### src/rtl/ninebit_uart_pkg.sv
package ninebit_uart_pkg;

  // Strobes from the sequencer to the datapath
  typedef struct packed {
    logic txLoad;     // capture byte and ninth bit
    logic txStart;    // drive the start bit
    logic txShift;    // drive the next bit of the frame
    logic txEnd;      // return the line to idle
    logic txDoneSet;  // stop bit is being driven
    logic rxSample;   // record one vote sample
    logic rxStore;    // shift the voted bit in
    logic rxCommit;   // frame accepted
    logic rxOverrun;  // accepted over unread data
  } uartStrobe_t;

endpackage

### src/rtl/ninebit_uart_ctrl.sv
module ninebit_uart_ctrl
  import ninebit_uart_pkg::*;
#(
  parameter int DATA_W     = 8,
  parameter int OVERSAMPLE = 16
) (
  input  logic        clk,
  input  logic        rstN,
  input  logic        baudTick,
  input  logic        txWrite,
  input  logic        rxEnable,
  input  logic        addrFilter,
  input  logic        extMode,
  input  logic        rxSync,
  input  logic        voteBit,
  input  logic        rxDoneQ,
  output uartStrobe_t stb
);
  localparam int CNT_W      = $clog2(OVERSAMPLE);
  localparam int FRAME_BITS = DATA_W + 3;
  localparam int BIT_W      = $clog2(FRAME_BITS + 1);
  localparam int MID        = OVERSAMPLE / 2;
  localparam logic [CNT_W-1:0] CNT_LAST  = CNT_W'(OVERSAMPLE - 1);
  localparam logic [BIT_W-1:0] BIT_NINTH = BIT_W'(DATA_W + 1);
  localparam logic [BIT_W-1:0] BIT_STOP  = BIT_W'(DATA_W + 2);

  typedef enum logic [1:0] {TX_IDLE, TX_WAIT, TX_RUN} txState_t;
  typedef enum logic {RX_IDLE, RX_RUN} rxState_t;

  txState_t txState, txStateNext;
  rxState_t rxState, rxStateNext;
  logic [CNT_W-1:0] txCnt, txCntNext, rxCnt, rxCntNext;
  logic [BIT_W-1:0] txBit, txBitNext, rxBit, rxBitNext;
  logic accept;

  // Transmit sequencer
  always_comb begin
    txStateNext = txState;
    txCntNext   = txCnt;
    txBitNext   = txBit;
    stb.txLoad    = 1'b0;
    stb.txStart   = 1'b0;
    stb.txShift   = 1'b0;
    stb.txEnd     = 1'b0;
    stb.txDoneSet = 1'b0;
    case (txState)
      TX_IDLE: if (txWrite) begin
        stb.txLoad  = 1'b1;
        txStateNext = TX_WAIT;
      end
      TX_WAIT: if (baudTick) begin
        stb.txStart = 1'b1;
        txCntNext   = '0;
        txBitNext   = '0;
        txStateNext = TX_RUN;
      end
      default: if (baudTick) begin
        if (txCnt == CNT_LAST) begin
          txCntNext = '0;
          if (txBit == BIT_STOP) begin
            stb.txEnd   = 1'b1;
            txStateNext = TX_IDLE;
          end else begin
            stb.txShift   = 1'b1;
            stb.txDoneSet = (txBit == BIT_NINTH);
            txBitNext     = txBit + 1'b1;
          end
        end else begin
          txCntNext = txCnt + 1'b1;
        end
      end
    endcase
  end

  // Receive sequencer
  assign accept = (extMode || !rxDoneQ) && (!addrFilter || voteBit);

  always_comb begin
    rxStateNext = rxState;
    rxCntNext   = rxCnt;
    rxBitNext   = rxBit;
    stb.rxSample  = 1'b0;
    stb.rxStore   = 1'b0;
    stb.rxCommit  = 1'b0;
    stb.rxOverrun = 1'b0;
    if (baudTick) begin
      if (rxState == RX_IDLE) begin
        if (rxEnable && !rxSync) begin
          rxStateNext = RX_RUN;
          rxCntNext   = '0;
          rxBitNext   = '0;
        end
      end else begin
        rxCntNext = (rxCnt == CNT_LAST) ? '0 : rxCnt + 1'b1;
        if (rxCnt == CNT_LAST) rxBitNext = rxBit + 1'b1;
        if (rxCnt == CNT_W'(MID - 1) || rxCnt == CNT_W'(MID)) stb.rxSample = 1'b1;
        if (rxCnt == CNT_W'(MID + 1)) begin
          if (rxBit == '0) begin
            if (voteBit) rxStateNext = RX_IDLE;
          end else if (rxBit == BIT_STOP) begin
            rxStateNext = RX_IDLE;
          end else begin
            stb.rxStore = 1'b1;
            if (rxBit == BIT_NINTH) begin
              stb.rxCommit  = accept;
              stb.rxOverrun = accept && rxDoneQ;
            end
          end
        end
      end
    end
  end

  always_ff @(posedge clk or negedge rstN) begin
    if (!rstN) begin
      txState <= TX_IDLE;
      rxState <= RX_IDLE;
      txCnt   <= '0;
      rxCnt   <= '0;
      txBit   <= '0;
      rxBit   <= '0;
    end else begin
      txState <= txStateNext;
      rxState <= rxStateNext;
      txCnt   <= txCntNext;
      rxCnt   <= rxCntNext;
      txBit   <= txBitNext;
      rxBit   <= rxBitNext;
    end
  end
endmodule

### src/rtl/ninebit_uart_dp.sv
module ninebit_uart_dp
  import ninebit_uart_pkg::*;
#(
  parameter int DATA_W = 8
) (
  input  logic              clk,
  input  logic              rstN,
  input  uartStrobe_t       stb,
  input  logic [DATA_W-1:0] txData,
  input  logic              txNinth,
  input  logic              clrTxDone,
  input  logic              clrRxDone,
  input  logic              rxLine,
  output logic              txLine,
  output logic              txDone,
  output logic              rxSync,
  output logic              voteBit,
  output logic [DATA_W-1:0] rxData,
  output logic              rxNinth,
  output logic              rxDone,
  output logic              overrun
);
  localparam int TX_W = DATA_W + 2;
  localparam int RX_W = DATA_W + 1;

  logic [TX_W-1:0] txShiftReg;
  logic [RX_W-1:0] rxShiftReg, rxShiftNext;
  logic [1:0]      syncReg;
  logic [1:0]      sampleWin;

  assign rxSync  = syncReg[1];
  assign voteBit = (sampleWin[0] & sampleWin[1]) | (sampleWin[0] & rxSync) |
                   (sampleWin[1] & rxSync);
  assign rxShiftNext = {voteBit, rxShiftReg[RX_W-1:1]};

  always_ff @(posedge clk or negedge rstN) begin
    if (!rstN) begin
      txShiftReg <= '1;
      txLine     <= 1'b1;
      txDone     <= 1'b0;
      syncReg    <= 2'b11;
      sampleWin  <= 2'b11;
      rxShiftReg <= '0;
      rxData     <= '0;
      rxNinth    <= 1'b0;
      rxDone     <= 1'b0;
      overrun    <= 1'b0;
    end else begin
      syncReg <= {syncReg[0], rxLine};
      // transmit path
      if (stb.txLoad) txShiftReg <= {1'b1, txNinth, txData};
      if (stb.txStart) txLine <= 1'b0;
      if (stb.txShift) begin
        txLine     <= txShiftReg[0];
        txShiftReg <= {1'b1, txShiftReg[TX_W-1:1]};
      end
      if (stb.txEnd) txLine <= 1'b1;
      if (stb.txDoneSet) txDone <= 1'b1;
      else if (clrTxDone) txDone <= 1'b0;
      // receive path
      if (stb.rxSample) sampleWin <= {sampleWin[0], rxSync};
      if (stb.rxStore) rxShiftReg <= rxShiftNext;
      if (stb.rxCommit) begin
        rxData  <= rxShiftNext[DATA_W-1:0];
        rxNinth <= voteBit;
      end
      if (stb.rxCommit) rxDone <= 1'b1;
      else if (clrRxDone) rxDone <= 1'b0;
      if (stb.rxOverrun) overrun <= 1'b1;
      else if (clrRxDone) overrun <= 1'b0;
    end
  end
endmodule

### src/rtl/ninebit_uart.sv
module ninebit_uart
  import ninebit_uart_pkg::*;
#(
  parameter int DATA_W     = 8,
  parameter int OVERSAMPLE = 16
) (
  input  logic              clk,
  input  logic              rstN,
  input  logic              baudTick,
  input  logic              txWrite,
  input  logic [DATA_W-1:0] txData,
  input  logic              txNinth,
  input  logic              clrTxDone,
  output logic              txLine,
  output logic              txDone,
  input  logic              rxLine,
  input  logic              rxEnable,
  input  logic              addrFilter,
  input  logic              extMode,
  input  logic              clrRxDone,
  output logic [DATA_W-1:0] rxData,
  output logic              rxNinth,
  output logic              rxDone,
  output logic              overrun
);
  uartStrobe_t stb;
  logic rxSync, voteBit;

  ninebit_uart_ctrl #(.DATA_W(DATA_W), .OVERSAMPLE(OVERSAMPLE)) u_ctrl (
    .clk(clk), .rstN(rstN), .baudTick(baudTick), .txWrite(txWrite),
    .rxEnable(rxEnable), .addrFilter(addrFilter), .extMode(extMode),
    .rxSync(rxSync), .voteBit(voteBit), .rxDoneQ(rxDone), .stb(stb)
  );

  ninebit_uart_dp #(.DATA_W(DATA_W)) u_dp (
    .clk(clk), .rstN(rstN), .stb(stb), .txData(txData), .txNinth(txNinth),
    .clrTxDone(clrTxDone), .clrRxDone(clrRxDone), .rxLine(rxLine),
    .txLine(txLine), .txDone(txDone), .rxSync(rxSync), .voteBit(voteBit),
    .rxData(rxData), .rxNinth(rxNinth), .rxDone(rxDone), .overrun(overrun)
  );
endmodule

### config.mk
export PLATFORM = sky130hd
export DESIGN_NAME = ninebit_uart
export DESIGN_NICKNAME = d
export VERILOG_FILES = /design/src/rtl/ninebit_uart_pkg.sv /design/src/rtl/ninebit_uart_ctrl.sv /design/src/rtl/ninebit_uart_dp.sv /design/src/rtl/ninebit_uart.sv
export SDC_FILE = /design/constraint.sdc
export NUM_CORES = 1
export LEC_CHECK = 0
export BUFFER_PORTS_ARGS = -buffer_cell sky130_fd_sc_hd__buf_2
export CAP_MARGIN = 30
export CELL_PAD_IN_SITES_DETAIL_PLACEMENT = 0
export CELL_PAD_IN_SITES_GLOBAL_PLACEMENT = 1
export CORE_ASPECT_RATIO = 1.25
export CORE_UTILIZATION = 35
export DETAILED_ROUTE_END_ITERATION = 10
export GPL_TIMING_DRIVEN = 1
export HOLD_SLACK_MARGIN = 0.06
export PLACE_DENSITY_LB_ADDON = 0.1
export SLEW_MARGIN = 20
export SYNTH_ARGS = -nofsm -noshare
export SYNTH_HDL_FRONTEND = slang
export SYNTH_SLANG_ARGS = --single-unit
### constraint.sdc
create_clock -name clk -period 2.01 [get_ports clk]
set_input_delay 0.3015 -clock clk [delete_from_list [all_inputs] [get_ports clk]]
set_output_delay 0.3015 -clock clk [all_outputs]
set_load 0.005 [all_outputs]
; Word-level counts from Yosys, hierarchy flattened
; Index checks and enable logic that the tools add are counted.
; Widths: inputs -> output; s select.
[op_classes]
n_mux = 52
n_eq_ne = 14
addsub = 4
bitwise = 6
n_reduce_logical = 27
[ops]
columns = op, count
row1 = $mux 4, 13
row2 = $eq 4x4->1 const B, 8
row3 = $mux 1, 22
row4 = $mux 10, 2
row5 = $mux 3, 6
row6 = $add 4x1->4 const B, 4
row7 = $pmux 4 s2, 2
row8 = $reduce_bool 2->1, 7
row9 = $mux 2, 6
row10 = $reduce_bool 3->1, 3
row11 = $ne 2x2->1 const B, 4
row12 = $reduce_and 5->1, 1
row13 = $eq 4x3->1 const B, 1
row14 = $logic_not 4->1, 1
row15 = $pmux 2 s2, 1
row16 = $reduce_and 2->1, 2
row17 = $reduce_and 4->1, 1
row18 = $and 1x1->1, 3
row19 = $logic_and 1x1->1, 3
row20 = $logic_not 1->1, 3
row21 = $logic_or 1x1->1, 3
row22 = $reduce_and 3->1, 1
row23 = $eq 2x1->1 const B, 1
row24 = $logic_not 2->1, 1
row25 = 3 further kinds, 4
[word_totals]
inputBits = 19
output_inout_bits = 13
wordCells = 119
register_bits = 55

; Longest topological paths before layout
[depth]
ltp_word = 13
depth_mapped = 7
ltp_nobuf = 6

; Hierarchy
; Synthesis repeated with hierarchy kept, for this count alone.
[hier_totals]
hier_cells = 228
hier_area_um2 = 2637.5
[modules_own_cells]
columns = module, cells_per_inst, seq_area_each_um2, area_per_inst_um2, n_inst
row1 = ninebit_uart_dp, 92, 868.3, 1337.5, 1
row2 = ninebit_uart_ctrl, 136, 475.5, 1300.0, 1

; Worst setup path before layout
; No wires, ideal clock.
[synth_path]
path_type = register to register
start = reg u_ctrl.rxBit[1]
end = reg u_dp.rxData[0]
path_stages_with_launch = 7
required_time_ps = 1885
period_less_slack_ps = 1597
n_path_buf = 0
setup_slack_ps = 413
setup_time_ps = 125
arrival_time_ps = 1472
path_cell_list = dfrtp_1 -> inv_1 -> ha_1 -> nand3b_4 -> nor3_4 -> nand3_4 -> mux2_4
[synth_via]
elab_chain_cells = 7
word_cells_on_any_way = 9
cone_classes = eq/ne: 2 / mux: 6 / reduce/logical: 1
[synth_lines]
columns = element, line
row1 = from (decl), ninebit_uart_ctrl.sv:33  ; logic [BIT_W-1:0] txBit, txBitNext, rxBit, rxBitNext;
row2 = from (signal assigned), ninebit_uart_ctrl.sv:128  ; rxBit <= rxBitNext;
row3 = $eq 4x4->1, ninebit_uart_ctrl.sv:104  ; if (rxBit == BIT_NINTH) begin
row4 = $mux 2, ninebit_uart_ctrl.sv:104
row5 = $mux 3, ninebit_uart_ctrl.sv:100  ; end else if (rxBit == BIT_STOP) begin
row6 = $mux 3 *, ninebit_uart_ctrl.sv:98  ; if (rxBit == '0) begin
row7 = $mux 3 *, ninebit_uart_ctrl.sv:97  ; if (rxCnt == CNT_W'(MID + 1)) begin
row8 = $mux 4 *, ninebit_uart_ctrl.sv:87  ; if (rxState == RX_IDLE) begin
row9 = $mux 4 *, ninebit_uart_ctrl.sv:86  ; if (baudTick) begin
row10 = to (signal assigned), ninebit_uart_dp.sv:64  ; rxData <= rxShiftNext[DATA_W-1:0];
row11 = to (decl), ninebit_uart_dp.sv:18  ; output logic [DATA_W-1:0] rxData,
; Mark *: on every way between the ends. The rest lies on a longest branch, timed or not.
; A chain may end at the register's enable or synchronous reset.

; Worst setup path in the final report
[layout_path]
start = reg u_ctrl.txBit[0]
end = reg u_dp.txShiftReg[3]
[layout_via]
elab_chain_cells = 6
word_cells_on_any_way = 7
cone_classes = eq/ne: 1 / mux: 5 / reduce/logical: 1
[layout_lines]
columns = element, line
row1 = from (decl), ninebit_uart_ctrl.sv:33
row2 = from (signal assigned), ninebit_uart_ctrl.sv:127  ; txBit <= txBitNext;
row3 = $eq 4x4->1 *, ninebit_uart_ctrl.sv:60  ; if (txBit == BIT_STOP) begin
row4 = $mux 1 *, ninebit_uart_ctrl.sv:60
row5 = $mux 3 *, ninebit_uart_ctrl.sv:58  ; if (txCnt == CNT_LAST) begin
row6 = $mux 3 *, ninebit_uart_ctrl.sv:57  ; default: if (baudTick) begin
row7 = $mux 3 *, ninebit_uart_ctrl.sv:46  ; case (txState)
row8 = $mux 10 or $reduce_bool 2->1 (tied branches), n/a
row9 = to (signal assigned), ninebit_uart_dp.sv:51  ; if (stb.txLoad) txShiftReg <= {1'b1, txNinth, txData};
row10 = to (signal assigned), ninebit_uart_dp.sv:55  ; txShiftReg <= {1'b1, txShiftReg[TX_W-1:1]};
row11 = to (decl), ninebit_uart_dp.sv:26  ; logic [TX_W-1:0] txShiftReg;
; Marked as above.

==> impl_table.tex <==
\begin{tabular}{lr}
\hline
Metric & Value \\
\hline
\multicolumn{2}{l}{\textbf{STA}} \\
\quad Max Fclk & roughly 560 MHz \\
\quad Number of endpoints with negative hold slack in the final report & 0 \\
\quad Number of setup violations in the final report & 0 \\
\quad Sum of negative setup slack & 0 ns \\
\quad Maximum clock skew at final layout & around 0.0056 ns \\
\quad Final critical-path setup slack & 0.210 ns \\
\quad Slew at the pin with the worst max-slew slack & approximately 0.53 ns \\
\quad Minimum clock period & 1.80 ns \\
\quad Number of max-slew violations in the final report & 0 \\
\quad Post-route fraction of the period consumed by the critical path & approximately 90\% \\
\quad RSZ-0062 raised after global routing & false \\
\quad Relative slew margins & around two thirds \\
\multicolumn{2}{l}{\textbf{Die}} \\
\quad I/O pin cnt & 32 \\
\quad Height of the die & approximately 99 um \\
\quad Width of the die & 79.7 um \\
\quad Core area & roughly 7400 sq um \\
\quad Number of rows in the core area & 35 \\
\quad Die ar. & approximately 7900 sq um \\
\quad Initial cell density of the core & a little over a third \\
\multicolumn{2}{l}{\textbf{Worst setup path}} \\
\quad Critical Path AT & slightly above 2 ns \\
\quad Critical-path cell list & inv\_1, ha\_1, and3b\_1, nor3\_1, buf\_4, nor2\_1, a21o\_1 \\
\quad Critical path startpoint category & flip-flop \\
\quad Cell with the biggest individual delay on the critical path & nor2\_1 \\
\quad Critical setup path kind & reg -> reg \\
\quad Crit path buf inv count & 2 \\
\quad Critical path required time & $\sim$2.3 ns \\
\quad Kind of cell with the highest combined delay on the critical path & simple AND/OR/NAND/NOR gates \\
\quad Nature of the critical path endpoint & flip-flop \\
\quad Biggest cell delay along the critical path & about 0.43 ns \\
\quad CP Max Fanout & 11 \\
\multicolumn{2}{l}{\textbf{GRT}} \\
\quad Total grt overflow & 0 \\
\quad Total track usage & 14.8\% \\
\quad Pin count of the biggest net entering global routing & 54 \\
\quad Wire length of the first global-routing pass & roughly 9000 um \\
\quad Antenna violations before repair & 0 \\
\quad Vias in the first global route & approximately 1900 \\
\multicolumn{2}{l}{\textbf{Job}} \\
\quad Max-cap violations & 0 \\
\multicolumn{2}{l}{\textbf{Synthesis}} \\
\quad Library cell with the highest instance count after synthesis & dfrtp\_1 \\
\quad Primary flip-flop cell chosen by synthesis mapping & dfrtp\_1 \\
\quad Leading cell types by total area after synthesis & dfrtp\_1 37\%, dfstp\_2 14\%, ha\_1 5.2\% \\
\quad Yosys Warn Count & 0 \\
\quad Biggest area consumer among synthesized cells & dfrtp\_1 \\
\quad Synth async-reset ratio & between 90\% and 100\% \\
\quad FF+latch count, synth & 53 \\
\quad Count of different cell masters after synthesis & 49 \\
\quad Number of synthesized flops with an enable pin & 0 \\
\quad Net count after synthesis & 255 \\
\quad Portion of synthesized cell area occupied by the leading cell type & between 30 and 40\% \\
\quad Syn\_area\_per\_cell & approximately 12 sq um \\
\quad Top cells by instance count after synthesis & 39 x dfrtp\_1, 16 x o21ai\_0, 14 x dfstp\_2, 14 x nand2\_1, 13 x inv\_1 \\
\quad Sequential area share after synthesis & between 50 and 60\% \\
\quad Post-synthesis instance area & around 2600 sq um \\
\quad Number of instances in the synthesized netlist & 225 \\
\multicolumn{2}{l}{\textbf{Placement}} \\
\quad Detailed placement HPWL & about 3600 um \\
\quad Placed inst area & just under 3000 sq um \\
\quad Count of buffers inserted at the top-level ports & 31 \\
\quad Final Wtd Congestion & between 0.6 and 0.7 \\
\quad Setup Slack @ Placement & 0.208 ns \\
\multicolumn{2}{l}{\textbf{Layout}} \\
\quad Layout cells sized above 1 & about a third \\
\quad Final \#Nets & around 300 \\
\quad Antenna diode instance count & 0 \\
\quad Signed area change from the synthesized netlist to the final layout & 15.0\% \\
\quad Post-route standard cell area excluding fillers & about 3000 sq um \\
\quad Filler Cells Inserted & between 700 and 800 \\
\multicolumn{2}{l}{\textbf{Routing}} \\
\quad Wire per inst & approximately 15 um \\
\quad Vias per cell & about 5 \\
\quad Final routed wirelength across all metal layers & 5270 um \\
\quad Number of design-rule violations left by the first detailed-router iteration & 60 \\
\quad Residual DRC & 0 \\
\quad Via count & $\sim$1800 \\
\quad Antenna-violating nets left & 0 \\
\quad Pre-antenna DRT Iters & 4 \\
\multicolumn{2}{l}{\textbf{CTS}} \\
\quad Maximum buffer depth of the clock tree & 2 \\
\quad Number of H-tree levels & 2 \\
\quad CTS tree & yes \\
\quad Clock latency on the worst-skew pair & between 0.3 and 0.4 ns \\
\quad Quantity of gates resized following cts & 0 \\
\quad Register clock-pin slew on the reported worst setup and hold paths & 0.10 ns \\
\quad Post-CTS Setup Inserts & 0 \\
\quad Clock net sink count & 53 \\
\quad Clock buffer count from CTS & 5 \\
\quad CTS Root Buffer Type & clkbuf\_8 \\
\multicolumn{2}{l}{\textbf{Pwr}} \\
\quad Leakage power of the design & 0.00146 uW \\
\quad Peak supply drop & between 400 and 500 uV \\
\quad PwrDens & 969 nW/um\^{}2 \\
\multicolumn{2}{l}{\textbf{Hold path}} \\
\quad Class of the tightest hold or removal check & in -> reg \\
\multicolumn{2}{l}{\textbf{Run status}} \\
\quad Result of the run & finished, final reports clean \\
\hline
\end{tabular}
cell type report:
type                       count  area [sq um]  area share (%)
sequential                    53          1340            44.3
tap                           92           115            3.79
clock buffer                   5          68.8            2.27
clock inverter                 3          21.3           0.701
multi-input combinational    152          1210            39.8
timing repair buffer          39           230            7.58
inverter                      13          48.8            1.61
registers in the layout (all words and copies together) (netlist names):
| name | count |
|---|---|
| u_dp.txShiftReg | 9 |
| u_dp.rxData | 8 |
| u_dp.rxShiftReg | 8 |
| u_ctrl.rxBit | 4 |
| u_ctrl.rxCnt | 4 |
| u_ctrl.txBit | 4 |
| u_ctrl.txCnt | 4 |
| u_ctrl.txState | 2 |
| u_dp.sampleWin | 2 |
| u_dp.syncReg | 2 |
| u_ctrl.rxState | 1 |
| u_dp.overrun | 1 |
| u_dp.rxDone | 1 |
| u_dp.rxNinth | 1 |
| u_dp.txDone | 1 |
| u_dp.txLine | 1 |
power by group:
| group | total, uW | switching (uW) | internal (uW) |
|---|---|---|---|
| sequential | 1620 | 233 | 1390 |
| clock | 622 | 374 | 248 |
| combinational | 701 | 336 | 365 |
| total | 2940 | 942 | 2000 |
metal layers:
metal / up-vias / GRT usage, % / routed length (um)
met2: 29 / 25.7 / 2710
met3: 5 / 2.96 / 136
met4: 0 / 5.03 / 73
li1: 886 / - / -
met1: 874 / 18.1 / 2360
met5: - / 0 / 0
metrics by stage:
step	utilization [%]	power, uW	hold WS, ns	instances
floorplan	-	2120	0.00591	225
global placement	39.9	2340	0.326	348
detailed placement	39.9	2350	0.321	348
CTS	41.3	3000	0.0668	357
global route	41.3	3180	0.0636	357
finish	41.3	2940	0.0875	357
what timing repair did:
item | in CTS | in global routing
hold endpoints to repair | 39 | 0
hold buffers | 1 | 0
endpoints found under the setup margin | 0 | 0
cell usage in the layout, fill, tap and decap left out, types with 2 or more instances in the layout:
| cell type | count |
|---|---|
| o2bb2ai_1 | 2 |
| a22o_1 | 11 |
| buf_4 | 6 |
| a21o_1 | 9 |
| dfstp_2 | 14 |
| nand2_1 | 14 |
| mux2_4 | 8 |
| nand3_1 | 11 |
| nor2b_1 | 3 |
| a21oi_1 | 6 |
| ha_1 | 11 |
| nand2b_1 | 2 |
| nand3b_1 | 5 |
| o31ai_1 | 2 |
| nand4_1 | 2 |
| buf_2 | 31 |
| nor2_1 | 7 |
| mux2_2 | 11 |
| dfrtp_1 | 39 |
| nor3_1 | 2 |
| clkbuf_8 | 5 |
| inv_1 | 13 |
| xnor2_1 | 2 |
| and3_1 | 2 |
| o21ai_0 | 16 |
| a32o_1 | 4 |
logic make-up (layout without fill, tap and decap cells):
logic type      count (synthesis)  after routing  share of synthesized area (%)
buf+inv                        20             60                           3.32
xor+xnor                        2              2                          0.664
fa+ha+maj                      12             12                           5.60
compound gates                 57             57                           15.6
mux                            20             20                           9.63
simple gates                   61             61                           14.3
flops                          53             53                           50.9
final timing paths:
path,end,cells after the start,start,slack (ns)
worst max-delay path,u_dp.txShiftReg[3]$_DFFE_PN1P_,7,u_ctrl.txBit[0]$_DFFE_PN0P_,0.21
worst min-delay path,u_dp.syncReg[0]$_DFF_PN1_,1,rxLine,0.09
worst max register to register,u_dp.txShiftReg[3]$_DFFE_PN1P_,7,u_ctrl.txBit[0]$_DFFE_PN0P_,0.21
worst min register to register,u_dp.syncReg[1]$_DFF_PN1_,0,u_dp.syncReg[0]$_DFF_PN1_,0.36
max in group asynchronous,u_dp.txShiftReg[4]$_DFFE_PN1P_,3,rstN,1.20
min in group asynchronous,u_ctrl.txBit[0]$_DFFE_PN0P_,3,rstN,0.52
No activity file was read; power rests on OpenSTA's default activity.
